`src/rtl/hms_pkg.sv`:
```
// Package: shared operation encoding for the halfword multiply-subtract unit.
// Assumes the operation select is exactly three bits wide.
package hms_pkg;

    // Which halfword of the low source word feeds the multiplier.
    typedef enum logic {
        LANE_LOW  = 1'b0,
        LANE_HIGH = 1'b1
    } lane_e;

    // Packed so it overlays the op_sel port: [2] frac, [1] sgn, [0] lane.
    typedef struct packed {
        logic  frac;
        logic  sgn;
        lane_e lane;
    } op_t;

endpackage

```
`src/rtl/hms_lane_pick.sv`:
```
// Module: hms_lane_pick
// Selects one halfword from a word and extends it to word width.
// Assumes WORD_W is twice HALF_W; pure combinational.
module hms_lane_pick
    import hms_pkg::*;
#(
    parameter int HALF_W = 16,
    localparam int WORD_W = 2 * HALF_W
) (
    input  logic [WORD_W-1:0] word_in,
    input  lane_e             lane,
    input  logic              sign_ext,
    output logic [WORD_W-1:0] ext_out
);

    logic [HALF_W-1:0] half_sel;

    // Pick the requested halfword.
    always_comb begin
        if (lane == LANE_HIGH) half_sel = word_in[WORD_W-1:HALF_W];
        else                   half_sel = word_in[HALF_W-1:0];
    end

    // Extend by sign or by zero.
    always_comb begin
        ext_out = {{HALF_W{sign_ext & half_sel[HALF_W-1]}}, half_sel};
    end

endmodule

```
`src/rtl/hms_product.sv`:
```
// Module: hms_product
// Forms the accumulator-width product of two extended halfwords.
// Integer mode gives the plain product; fractional mode doubles it and
// sign-extends from the guard bit just above the word. Assumes the inputs
// are already extended correctly for the mode, so the product fits the word.
module hms_product #(
    parameter int HALF_W = 16,
    parameter int ACC_W  = 64,
    localparam int WORD_W = 2 * HALF_W,
    localparam int GUARD_W = WORD_W + 1
) (
    input  logic [WORD_W-1:0] ext_a,
    input  logic [WORD_W-1:0] ext_b,
    input  logic              frac,
    output logic [ACC_W-1:0]  prod
);

    logic signed [ACC_W-1:0] wide_a;
    logic signed [ACC_W-1:0] wide_b;
    logic signed [ACC_W-1:0] int_prod;
    logic [GUARD_W-1:0]      dbl_prod;

    // Widen operands; bit WORD_W-1 already holds sign or zero.
    always_comb begin
        wide_a = {{(ACC_W-WORD_W){ext_a[WORD_W-1]}}, ext_a};
        wide_b = {{(ACC_W-WORD_W){ext_b[WORD_W-1]}}, ext_b};
    end

    // Full integer product at accumulator width.
    always_comb begin
        int_prod = wide_a * wide_b;
    end

    // Doubled product kept to word width plus one guard bit.
    always_comb begin
        dbl_prod = {int_prod[WORD_W-1:0], 1'b0};
    end

    // Choose the mode; fractional result is sign-extended from the guard bit.
    always_comb begin
        if (frac) prod = {{(ACC_W-GUARD_W){dbl_prod[GUARD_W-1]}}, dbl_prod};
        else      prod = int_prod;
    end

endmodule

```
`src/rtl/hms_accum.sv`:
```
// Module: hms_accum
// Holds the accumulator and the registered result. On a strobe both take
// accumulator minus product, wrapping modulo 2^ACC_W. Synchronous active-low reset.
module hms_accum #(
    parameter int ACC_W = 64
) (
    input  logic             clk,
    input  logic             rst_n,
    input  logic             in_valid,
    input  logic [ACC_W-1:0] prod,
    output logic [ACC_W-1:0] acc_q,
    output logic [ACC_W-1:0] res_q,
    output logic             vld_q
);

    logic [ACC_W-1:0] diff;

    // Wrapping difference.
    always_comb begin
        diff = acc_q - prod;
    end

    // Accumulator and result update on strobe only.
    always_ff @(posedge clk) begin
        if (!rst_n) begin
            acc_q <= '0;
            res_q <= '0;
        end else if (in_valid) begin
            acc_q <= diff;
            res_q <= diff;
        end
    end

    // Result-valid follows the strobe by one cycle.
    always_ff @(posedge clk) begin
        if (!rst_n) vld_q <= 1'b0;
        else        vld_q <= in_valid;
    end

endmodule

```
`src/rtl/hms_unit.sv`:
```
// Module: hms_unit (top)
// Guarded halfword multiply-subtract: picks a halfword from the low word of
// each source, multiplies (integer or doubled fractional), and subtracts the
// product from a 64-bit accumulator. One cycle latency; no saturation.
// Fractional mode always extends by sign.
module hms_unit
    import hms_pkg::*;
#(
    parameter int HALF_W = 16,
    parameter int SRC_W  = 64,
    parameter int ACC_W  = 64,
    localparam int WORD_W = 2 * HALF_W,
    localparam int N_SRC  = 2
) (
    input  logic              clk,
    input  logic              rst_n,
    input  logic              in_valid,
    input  logic [2:0]        op_sel,
    input  logic [SRC_W-1:0]  src_a,
    input  logic [SRC_W-1:0]  src_b,
    output logic              out_valid,
    output logic [WORD_W-1:0] result_hi,
    output logic [WORD_W-1:0] result_lo,
    output logic [ACC_W-1:0]  acc_out
);

    op_t               op;
    logic              ext_signed;
    logic [SRC_W-1:0]  src_arr [N_SRC];
    logic [WORD_W-1:0] ext_arr [N_SRC];
    logic [ACC_W-1:0]  prod;
    logic [ACC_W-1:0]  res_q;

    // Decode the select; fractional forces sign extension.
    always_comb begin
        op         = op_t'(op_sel);
        ext_signed = op.sgn | op.frac;
        src_arr[0] = src_a;
        src_arr[1] = src_b;
    end

    // One lane picker per source operand.
    for (genvar gi = 0; gi < N_SRC; gi++) begin : g_pick
        hms_lane_pick #(.HALF_W(HALF_W)) i_pick (
            .word_in  (src_arr[gi][WORD_W-1:0]),
            .lane     (op.lane),
            .sign_ext (ext_signed),
            .ext_out  (ext_arr[gi])
        );
    end

    hms_product #(.HALF_W(HALF_W), .ACC_W(ACC_W)) i_prod (
        .ext_a (ext_arr[0]),
        .ext_b (ext_arr[1]),
        .frac  (op.frac),
        .prod  (prod)
    );

    hms_accum #(.ACC_W(ACC_W)) i_acc (
        .clk      (clk),
        .rst_n    (rst_n),
        .in_valid (in_valid),
        .prod     (prod),
        .acc_q    (acc_out),
        .res_q    (res_q),
        .vld_q    (out_valid)
    );

    // Split the registered result into destination words.
    always_comb begin
        result_hi = res_q[ACC_W-1 -: WORD_W];
        result_lo = res_q[WORD_W-1:0];
    end

endmodule

```
`config.mk`:
```
export PLATFORM = sky130hd
export DESIGN_NAME = hms_unit
export DESIGN_NICKNAME = d
export VERILOG_FILES = /design/src/rtl/hms_pkg.sv /design/src/rtl/hms_lane_pick.sv /design/src/rtl/hms_product.sv /design/src/rtl/hms_accum.sv /design/src/rtl/hms_unit.sv
export SDC_FILE = /design/constraint.sdc
export NUM_CORES = 1
export LEC_CHECK = 0
export ABC_CLOCK_PERIOD_IN_PS = 35500
export BUFFER_PORTS_ARGS = -buffer_cell sky130_fd_sc_hd__buf_2
export CAP_MARGIN = 0
export CORE_MARGIN = 4
export CORE_UTILIZATION = 32
export DETAILED_ROUTE_END_ITERATION = 8
export PLACE_DENSITY = 0.47
export SETUP_SLACK_MARGIN = 0.15
export SLEW_MARGIN = 0
export SYNTH_ARGS = -nofsm -noshare
export SYNTH_HDL_FRONTEND = slang
export SYNTH_SLANG_ARGS = --single-unit
```
`constraint.sdc`:
```
create_clock -name clk -period 35.5 [get_ports clk]
set_input_delay 7.1 -clock clk [delete_from_list [all_inputs] [get_ports clk]]
set_output_delay 7.1 -clock clk [all_outputs]
set_load 0.05 [all_outputs]
```
-- After elaboration in Yosys (flattened, before gate mapping)
Cells that the tools add are included.
- register bits after elaboration: 65
- bits in latches: 0
- memory bits (writable): 0
- bits in read-only memories: 0
- output and inout bits: 129
- logic and storage cells: 10
- memories: 0
- $add $sub $neg: 1
- $mul: 1
- div/mod/pow operators: 0
- order comparisons: 0
- equality and inequality tests: 0
- shift operators: 0
- mux-type cells: 3
- bitwise operators: 3
- reductions and logical operators: 0
- operators with widths (operator ; number):
    2-to-1 mux 64 bit ; 1
    subtractor 64 bit ; 1
    multiplier 17 x 17 -> 34 bit ; 1
    2-to-1 mux 16 bit ; 2
    bitwise AND 1 bit ; 2
    bitwise OR 1 bit ; 1

-- Longest topological paths before layout
Gate-level depths: netlist of run 1.
- depth after elaboration: 5
- gate-level depth with buffers: 40
- depth with buffers taken out: 37

-- Cells and area by module
From an unflattened synthesis of run 1, not the netlist that was laid out.
- cells, all modules: 4932
- area total of the unflattened synthesis: 44286.2 um^2
- by module, submodules not included (module ; instances ; cells each ; area an instance (um^2) ; sequential area each (um^2)):
    hms_product ; 1 ; 3964 ; 36665.2 ; 0.0
    hms_accum ; 1 ; 899 ; 6951.7 ; 1301.2
    hms_lane_pick ; 2 ; 34 ; 331.6 ; 0.0
    hms_unit ; 1 ; 1 ; 6.3 ; 0.0

-- Worst setup path after synthesis of run 1
OpenSTA, ideal clock, no wires.
- path kind: in2reg
- from: input op_sel[0]
- to: register i_acc.res_q[62]
- arrival: 16.810 ns
- path slack: 18.627 ns
- stages on the path: 34
- path buffers: 4
- cells stage by stage: clkbuf_1 > clkbuf_1 > clkbuf_1 > mux2_2 > nand2_1 > inv_1 > fa_1 > inv_1 > fa_1 > inv_1 > fa_1 > fa_1 > fa_1 > fa_1 > ha_1 > o21a_1 > o21ai_1 > a31oi_1 > o21a_1 > o31a_1 > o41ai_4 > mux2i_1 > nand2_1 > ha_1 > clkbuf_1 > nand2_1 > o21ai_0 > o21ai_0 > nor2b_1 > a21oi_1 > a21oi_1 > o31a_1 > or3_1 > nand3_1
- cells in the longest elaborated chain, start to end: 5
- elaborated cells on any way between the ends: 7
- classes of those cells: add/sub: 1; mul: 1; mux: 3; bitwise: 2
- ends and longest elaborated chain (element ; RTL line ; RTL):
    start, declared ; hms_unit.sv:18 ; input logic [2:0] op_sel,
    2-to-1 mux 16 bit ; hms_lane_pick.sv:20 ; if (lane == LANE_HIGH) half_sel = word_in[WORD_W-1:HALF_W];
    bitwise AND 1 bit ; hms_lane_pick.sv:26 ; ext_out = {{HALF_W{sign_ext & half_sel[HALF_W-1]}}, half_sel};
    multiplier 17 x 17 -> 34 bit * ; hms_product.sv:31 ; int_prod = wide_a * wide_b;
    2-to-1 mux 64 bit * ; hms_product.sv:41 ; if (frac) prod = {{(ACC_W-GUARD_W){dbl_prod[GUARD_W-1]}}, dbl_prod};
    subtractor 64 bit * ; hms_accum.sv:20 ; diff = acc_q - prod;
    end signal, assigned ; hms_accum.sv:30 ; res_q <= diff;
    end, declared ; hms_accum.sv:12 ; output logic [ACC_W-1:0] res_q,
Every way passes the cells marked *; elsewhere a longest branch is shown, timed or not.
A chain may end at the register's enable or synchronous reset.

-- Final worst setup path of run 1
Ends and elaborated chain as after synthesis.

==> results of run 1 <==
## worst paths after layout
path                                start  depth (start not counted)                      endpoint  slack, ps
max reg2reg   i_acc.res_q[0]$_SDFFE_PN0P_                         12  i_acc.res_q[63]$_SDFFE_PN0P_      31940
min          i_acc.res_q[61]$_SDFFE_PN0P_                          2  i_acc.res_q[61]$_SDFFE_PN0P_        510
max                             op_sel[0]                         33  i_acc.res_q[62]$_SDFFE_PN0P_      17920
min reg2reg  i_acc.res_q[61]$_SDFFE_PN0P_                          2  i_acc.res_q[61]$_SDFFE_PN0P_        510
## Yosys cell counts, types with 7 or more instances
cell type / number
and3_1: 7
o211ai_1: 12
a21o_1: 41
mux2i_1: 93
nand4_1: 23
ha_1: 148
nor2b_1: 46
buf_4: 64
nor3_1: 21
o21bai_1: 19
o21ai_1: 32
nand3_1: 31
o21ai_0: 39
o21a_1: 15
xnor2_1: 65
mux2_2: 30
a211oi_1: 14
clkbuf_1: 65
fa_1: 297
nand2_1: 237
a31oi_1: 16
dfxtp_1: 65
inv_1: 327
nor2_1: 181
nand2b_1: 7
buf_1: 10
xor2_1: 21
and2_1: 8
a21oi_1: 101
## logic make-up (layout without fill, tap and decap cells)
| kind of cell | count (synthesis) | after routing |
|---|---|---|
| flops | 65 | 65 |
| xor+xnor | 86 | 86 |
| fa+ha+maj | 445 | 445 |
| mux | 124 | 124 |
| compound gates | 342 | 342 |
| simple gates | 590 | 590 |
| buf+inv | 469 | 565 |
## sequential cells by signal, indices dropped and copies added (netlist names)
signal and cells:
i_acc.res_q 64, i_acc.vld_q 1
## stage by stage
step	cells	hold slack, ps	area, um^2	worst slack (ps)	utilization
after floorplan	2121	681.2	17990	18630	-
final	2965	505.2	19600	17920	0.3538
after CTS	2965	514.0	19600	17880	0.3538
after global routing	2965	553.1	19600	17230	0.3538
after global placement	2949	497.8	19320	17620	0.3486
after detailed placement	2949	505.8	19320	17560	0.3486
## critical path: cells and delay by family
family | cells | cell delay [ps]
adder cells (fa/ha/maj) | 8 | 4110
AO/OA/AOI/OAI | 12 | 3140
buffers and inverters | 5 | 1340
AND/OR/NAND/NOR | 6 | 970
multiplexers | 2 | 1150
## per-layer routing
layer  global-route usage  vias up
li1                     -     7027
met1               0.2424     7259
met2               0.2915      293
met3              0.02108       41
met4              0.02349        0
met5                    0        -
## layout make-up
cell class	instances	area (um^2)	share of cell area
inverters	329	1235	0.06299
well taps	748	935.9	0.04774
multi-input cells	1587	14690	0.7492
clock inverters	6	58.81	0.003000
repair buffers	220	1156	0.05897
clock buffers	10	229.0	0.01168
flip-flops and latches	65	1301	0.06638
==> results.md, run 1 <==
* Run status: finished, final reports clean
* Number of enable flip-flop cells after synthesis at 0
* Drt first pass iters at 7
* HP Class: reg -> reg
* CP Class: in -> reg
* Synth Warn # at 0
* Estimated wirelength of the detail-placed design at 43970 um
* Yosys cell types at 65
* Initial antenna violation count at 0
* Synth area leaders: fa_1, ha_1, dfxtp_1
* Worst Skew at 7.335 ps
* Metal-1 WL at 24140 um
* Iteration-0 DRC Markers at 681
* Clock Tree Buf Depth at 2
* Final period util at 0.4953
* Simple-gate area share of the yosys netlist at 0.1452
* Area leader, netlist: fa_1
* Antenna Diode Count at 0
* CTS H-tree lvls at 3
* Vias at 14.62k
* Max-Cap Viols at 0
* Final ANT Viol Nets at 0
* Setup Fix Bufs, Post-CTS at 0
* Ys flop type: dfxtp_1
* Crit path top cell by count: fa_1
* Overflow after GRT at 0
* Setup-failing EPs final at 0
* Synth Area in Adders at 0.4335
* Critical Path Slowest Stage Cell: fa_1
* Final-report hold violation count at 0
* Die Span Y at 245.1 um
* CP peak stage delay at 690 ps
* Worst setup SP type: input pin
* Slew Limit Fails at 0
* Syn-to-layout area delta at 8.987%
* Initial Utilization at 0.3246
* Setup tns final at 0 ps
* Port bufs at 198
* Pin count of the biggest net entering global routing at 77
* Synth top area share at 0.3306
* Xor/xnor cell area share of the yosys netlist at 0.04188
* Slew headroom at 0.2175
* Vias in the first global route at 15.03k
* Req. time, crit path at 35780 ps
* Total CTS buffers at 9
* Met3 WL at 1987 um
* Worst skew pair latency at 340 ps
* Commonest cells after routing, fill and taps aside: inv_1, fa_1, nand2_1, buf_2, nor2_1
* Post-Syn Instances at 2121
* Die Area at 0.06007 mm^2
* Global-route wire length before repair at 83620 um
* CP endpoint kind: register
* Min cycle time layout at 17580 ps
* Routed wl met2 at 24750 um
* CTS tree: done
* Ys async rst share at 0
* Yosys reg bits at 65
* Drt wl/cell at 17.35 um
* Post-Syn Area per Cell at 8.481 um^2
* Top sig layer: met4
* Die Width at 245.1 um
* Hold buffer count at cts at 0
* FILL cells at 5822
* Data arrival, critical path at 17860 ps
* Worst-margin pin slew at 1141 ps
* DRC viols at 0
* CTS root buf: clkbuf_16
* Leading cell type in the layout, fill and taps excluded: inv_1
* Number of cell rows at 86
* Routed vias/inst at 4.931
* RSZ-0062 raised after global routing: no
* Crit-path max FO at 59
* Post-layout nets at 2791
* Max Fclk at 56.88 MHz
* Worst-path clk slew at 60 ps
* Mux contribution to synthesized area at 0.07116
* RePlAce Congestion at 0.8985
* Sink Count at 65
* GRT Overall Usage at 0.1721
* Post-Route WL at 51440 um
* Io pins at 263
* Register area share after synthesis at 0.07234
* Share of layout cells above drive strength 1 at 0.1240
* CORE AREA at 0.05542 mm^2
* Largest family of logic cells by synthesized area: adder cells
* CTS resizes at 0
* Syn Std Cell Area at 0.01799 mm^2
* Post-synthesis compound-gate area fraction at 0.1247
* Syn nets at 2700
Power of run 1 is not shown: default switching activity piles up to over one toggle a cycle in this logic, so the estimate is an artifact.
==> run 2: changes to the inputs <==
--- a/config.mk
+++ b/config.mk
@@ -5,7 +5,7 @@
 export SDC_FILE = /design/constraint.sdc
 export NUM_CORES = 1
 export LEC_CHECK = 0
-export ABC_CLOCK_PERIOD_IN_PS = 35500
+export ABC_CLOCK_PERIOD_IN_PS = 18200
 export BUFFER_PORTS_ARGS = -buffer_cell sky130_fd_sc_hd__buf_2
 export CAP_MARGIN = 0
 export CORE_MARGIN = 4
==> constraint.sdc (replaced) <==
create_clock -name clk -period 18.2 [get_ports clk]
set_input_delay 3.64 -clock clk [delete_from_list [all_inputs] [get_ports clk]]
set_output_delay 3.64 -clock clk [all_outputs]
set_load 0.05 [all_outputs]
==> results.md, run 2 (synthesis gave the netlist of run 1 again) <==
* Share of layout cells above drive strength 1 at 0.1240 (unchanged)
* Min cycle time layout at 14220 ps
* Setup Fix Bufs, Post-CTS at 0 (unchanged)
* Vias at 14.63k (was 14.62k)
* Commonest cells after routing, fill and taps aside: inv_1, fa_1, nand2_1, buf_2, nor2_1 (unchanged)
* Data arrival, critical path at 14440 ps (was 17860 ps)
* Routed vias/inst at 4.933 (was 4.931)
* Crit-path max FO at 41 (was 59)
* Sink Count at 65 (unchanged)
* Run status: finished, final reports clean (unchanged)
* RSZ-0062 raised after global routing: no (unchanged)
* Crit path top cell by count: fa_1 (unchanged)
* Number of cell rows at 86 (unchanged)
* Die Area at 0.06007 mm^2 (unchanged)
* Top Family by Delay on Critical Path: adder cells (unchanged)
* Die Span Y at 245.1 um (unchanged)
* CORE AREA at 0.05542 mm^2 (unchanged)
* Leading cell type in the layout, fill and taps excluded: inv_1 (unchanged)
* Max Fclk at 70.30 MHz
* CP peak stage delay at 1000 ps (was 690 ps)
* Final Non-Filler Cells at 2965 (unchanged)
* Vias in the first global route at 15.00k (was 15.03k)
* Io pins at 263 (unchanged)
* CTS H-tree lvls at 3 (unchanged)
* Worst-margin pin slew at 1140 ps (was 1141 ps)
* Setup-failing EPs final at 0 (unchanged)
* CTS tree: done (unchanged)
* Max-Cap Viols at 0 (unchanged)
* Die Width at 245.1 um (unchanged)
* Initial antenna violation count at 1 (was 0)
* Initial Utilization at 0.3246 (unchanged)
* Placed cells at 2950 (was 2949)
* Estimated wirelength of the detail-placed design at 43810 um (was 43970 um)
* Post-layout nets at 2792 (was 2791)
* CP Class: in -> reg (unchanged)
* Antenna Diode Count at 0 (unchanged)
* RePlAce Congestion at 0.9008 (was 0.8985)
* Worst skew pair latency at 340 ps (about the same)
* CTS root buf: clkbuf_16 (unchanged)
* Syn-to-layout area delta at 9.265% (was 8.987%)
* Hold buffer count at cts at 0 (unchanged)
* Number of buffers and inverters on the critical path at 7 (was 5)
* Iteration-0 DRC Markers at 619 (was 681)
* Final-report hold violation count at 0 (unchanged)
* Max reg flops at 64 (unchanged)
* Flip-flop and latch area at 0.001301 mm^2 (unchanged)
* Min Hold Slack at 506.1 ps (was 505.2 ps)
* Slew Limit Fails at 0 (unchanged)
* Worst setup SP type: input pin (unchanged)
* Global-route wire length before repair at 83390 um (was 83620 um)
* Top Registers: i_acc.res_q x64, i_acc.vld_q x1 (unchanged)
* CTS resizes at 0 (unchanged)
* Port bufs at 198 (unchanged)
* Overflow after GRT at 0 (unchanged)
* Setup tns final at 0 ps (unchanged)
* Area taken by multi-input logic gates at 0.01469 mm^2 (unchanged)
* Worst Skew at 6.138 ps (was 7.335 ps)
* Final period util at 0.7816
* DRC viols at 0 (unchanged)
* Slew headroom at 0.2183 (was 0.2175)
* Pin count of the biggest net entering global routing at 77 (unchanged)
* Req. time, crit path at 18410 ps (was 35780 ps)
* Worst-path clk slew at 60 ps (about the same)
* Register bank with the most flops: i_acc.res_q (unchanged)
* Clock Tree Buf Depth at 2 (unchanged)
* Total CTS buffers at 9 (unchanged)
* HP Class: reg -> reg (unchanged)
* Final setup margin at 3975 ps (was 17920 ps)
* Drt wl/cell at 17.30 um (was 17.35 um)
* GRT Overall Usage at 0.1721 (about the same)
* Pre-CTS setup slack at 3619 ps (was 17560 ps)
* FILL cells at 5834 (was 5822)
* Critical Path Slowest Stage Cell: mux2i_1 (was fa_1)
* Final ANT Viol Nets at 0 (unchanged)
* Drt first pass iters at 5 (was 7)
* CP endpoint kind: register (unchanged)
* Post-Route WL at 51290 um (was 51440 um)
[run 2: cell count changes in the layout (fill, tap and decap cells not counted)]
cell	change
buf_4	+1
bufinv_16	+1
clkbuf_8	+3
clkinv_2	-4
clkinv_4	-1
[run 2: cell type report]
| type | count | share of cell area |
|---|---|---|
| clock buffer | 13 | 0.01375 |
| clock inverter | 2 | 0.003056 |
| inverter | 329 | 0.06283 |
| multi-input combinational | 1587 | 0.7473 |
| sequential | 65 | 0.06621 |
| tap | 748 | 0.04762 |
| timing repair buffer | 221 | 0.05921 |
[run 2: per-layer routing]
| layer | track usage | wire length, um |
|---|---|---|
| met1 | 0.2401 | 23920 |
| met2 | 0.2895 | 24480 |
| met3 | 0.02272 | 2040 |
| met4 | 0.03037 | 837 |
| met5 | 0 | 13 |
[run 2: tightest hold or removal path: cells and delay by family (launching register included)]
kind / cells / cell delay, ps
flip-flops: 1 / 350
AO/OA/AOI/OAI: 1 / 50
AND/OR/NAND/NOR: 1 / 70
[run 2: path summary, 6_finish.rpt]
path | from | endpoint | slack (ps) | cells past startpoint
worst max register to register | i_acc.res_q[0]$_SDFFE_PN0P_ | i_acc.res_q[63]$_SDFFE_PN0P_ | 14580 | 12
worst min register to register | i_acc.res_q[55]$_SDFFE_PN0P_ | i_acc.res_q[55]$_SDFFE_PN0P_ | 510 | 2
worst min-delay path | i_acc.res_q[55]$_SDFFE_PN0P_ | i_acc.res_q[55]$_SDFFE_PN0P_ | 510 | 2
worst max-delay path | op_sel[0] | i_acc.res_q[63]$_SDFFE_PN0P_ | 3980 | 35
[run 2: per-stage QoR]
| step | utilization | instance area (um^2) |
|---|---|---|
| 3_5_place_dp | 0.3487 | 19320 |
| 3_3_place_gp | 0.3487 | 19320 |
| 2_1_floorplan | - | 17990 |
| 6_report | 0.3547 | 19650 |
| 5_1_grt | 0.3547 | 19650 |
| 4_1_cts | 0.3547 | 19650 |
Power of run 2 is left out for the same reason.
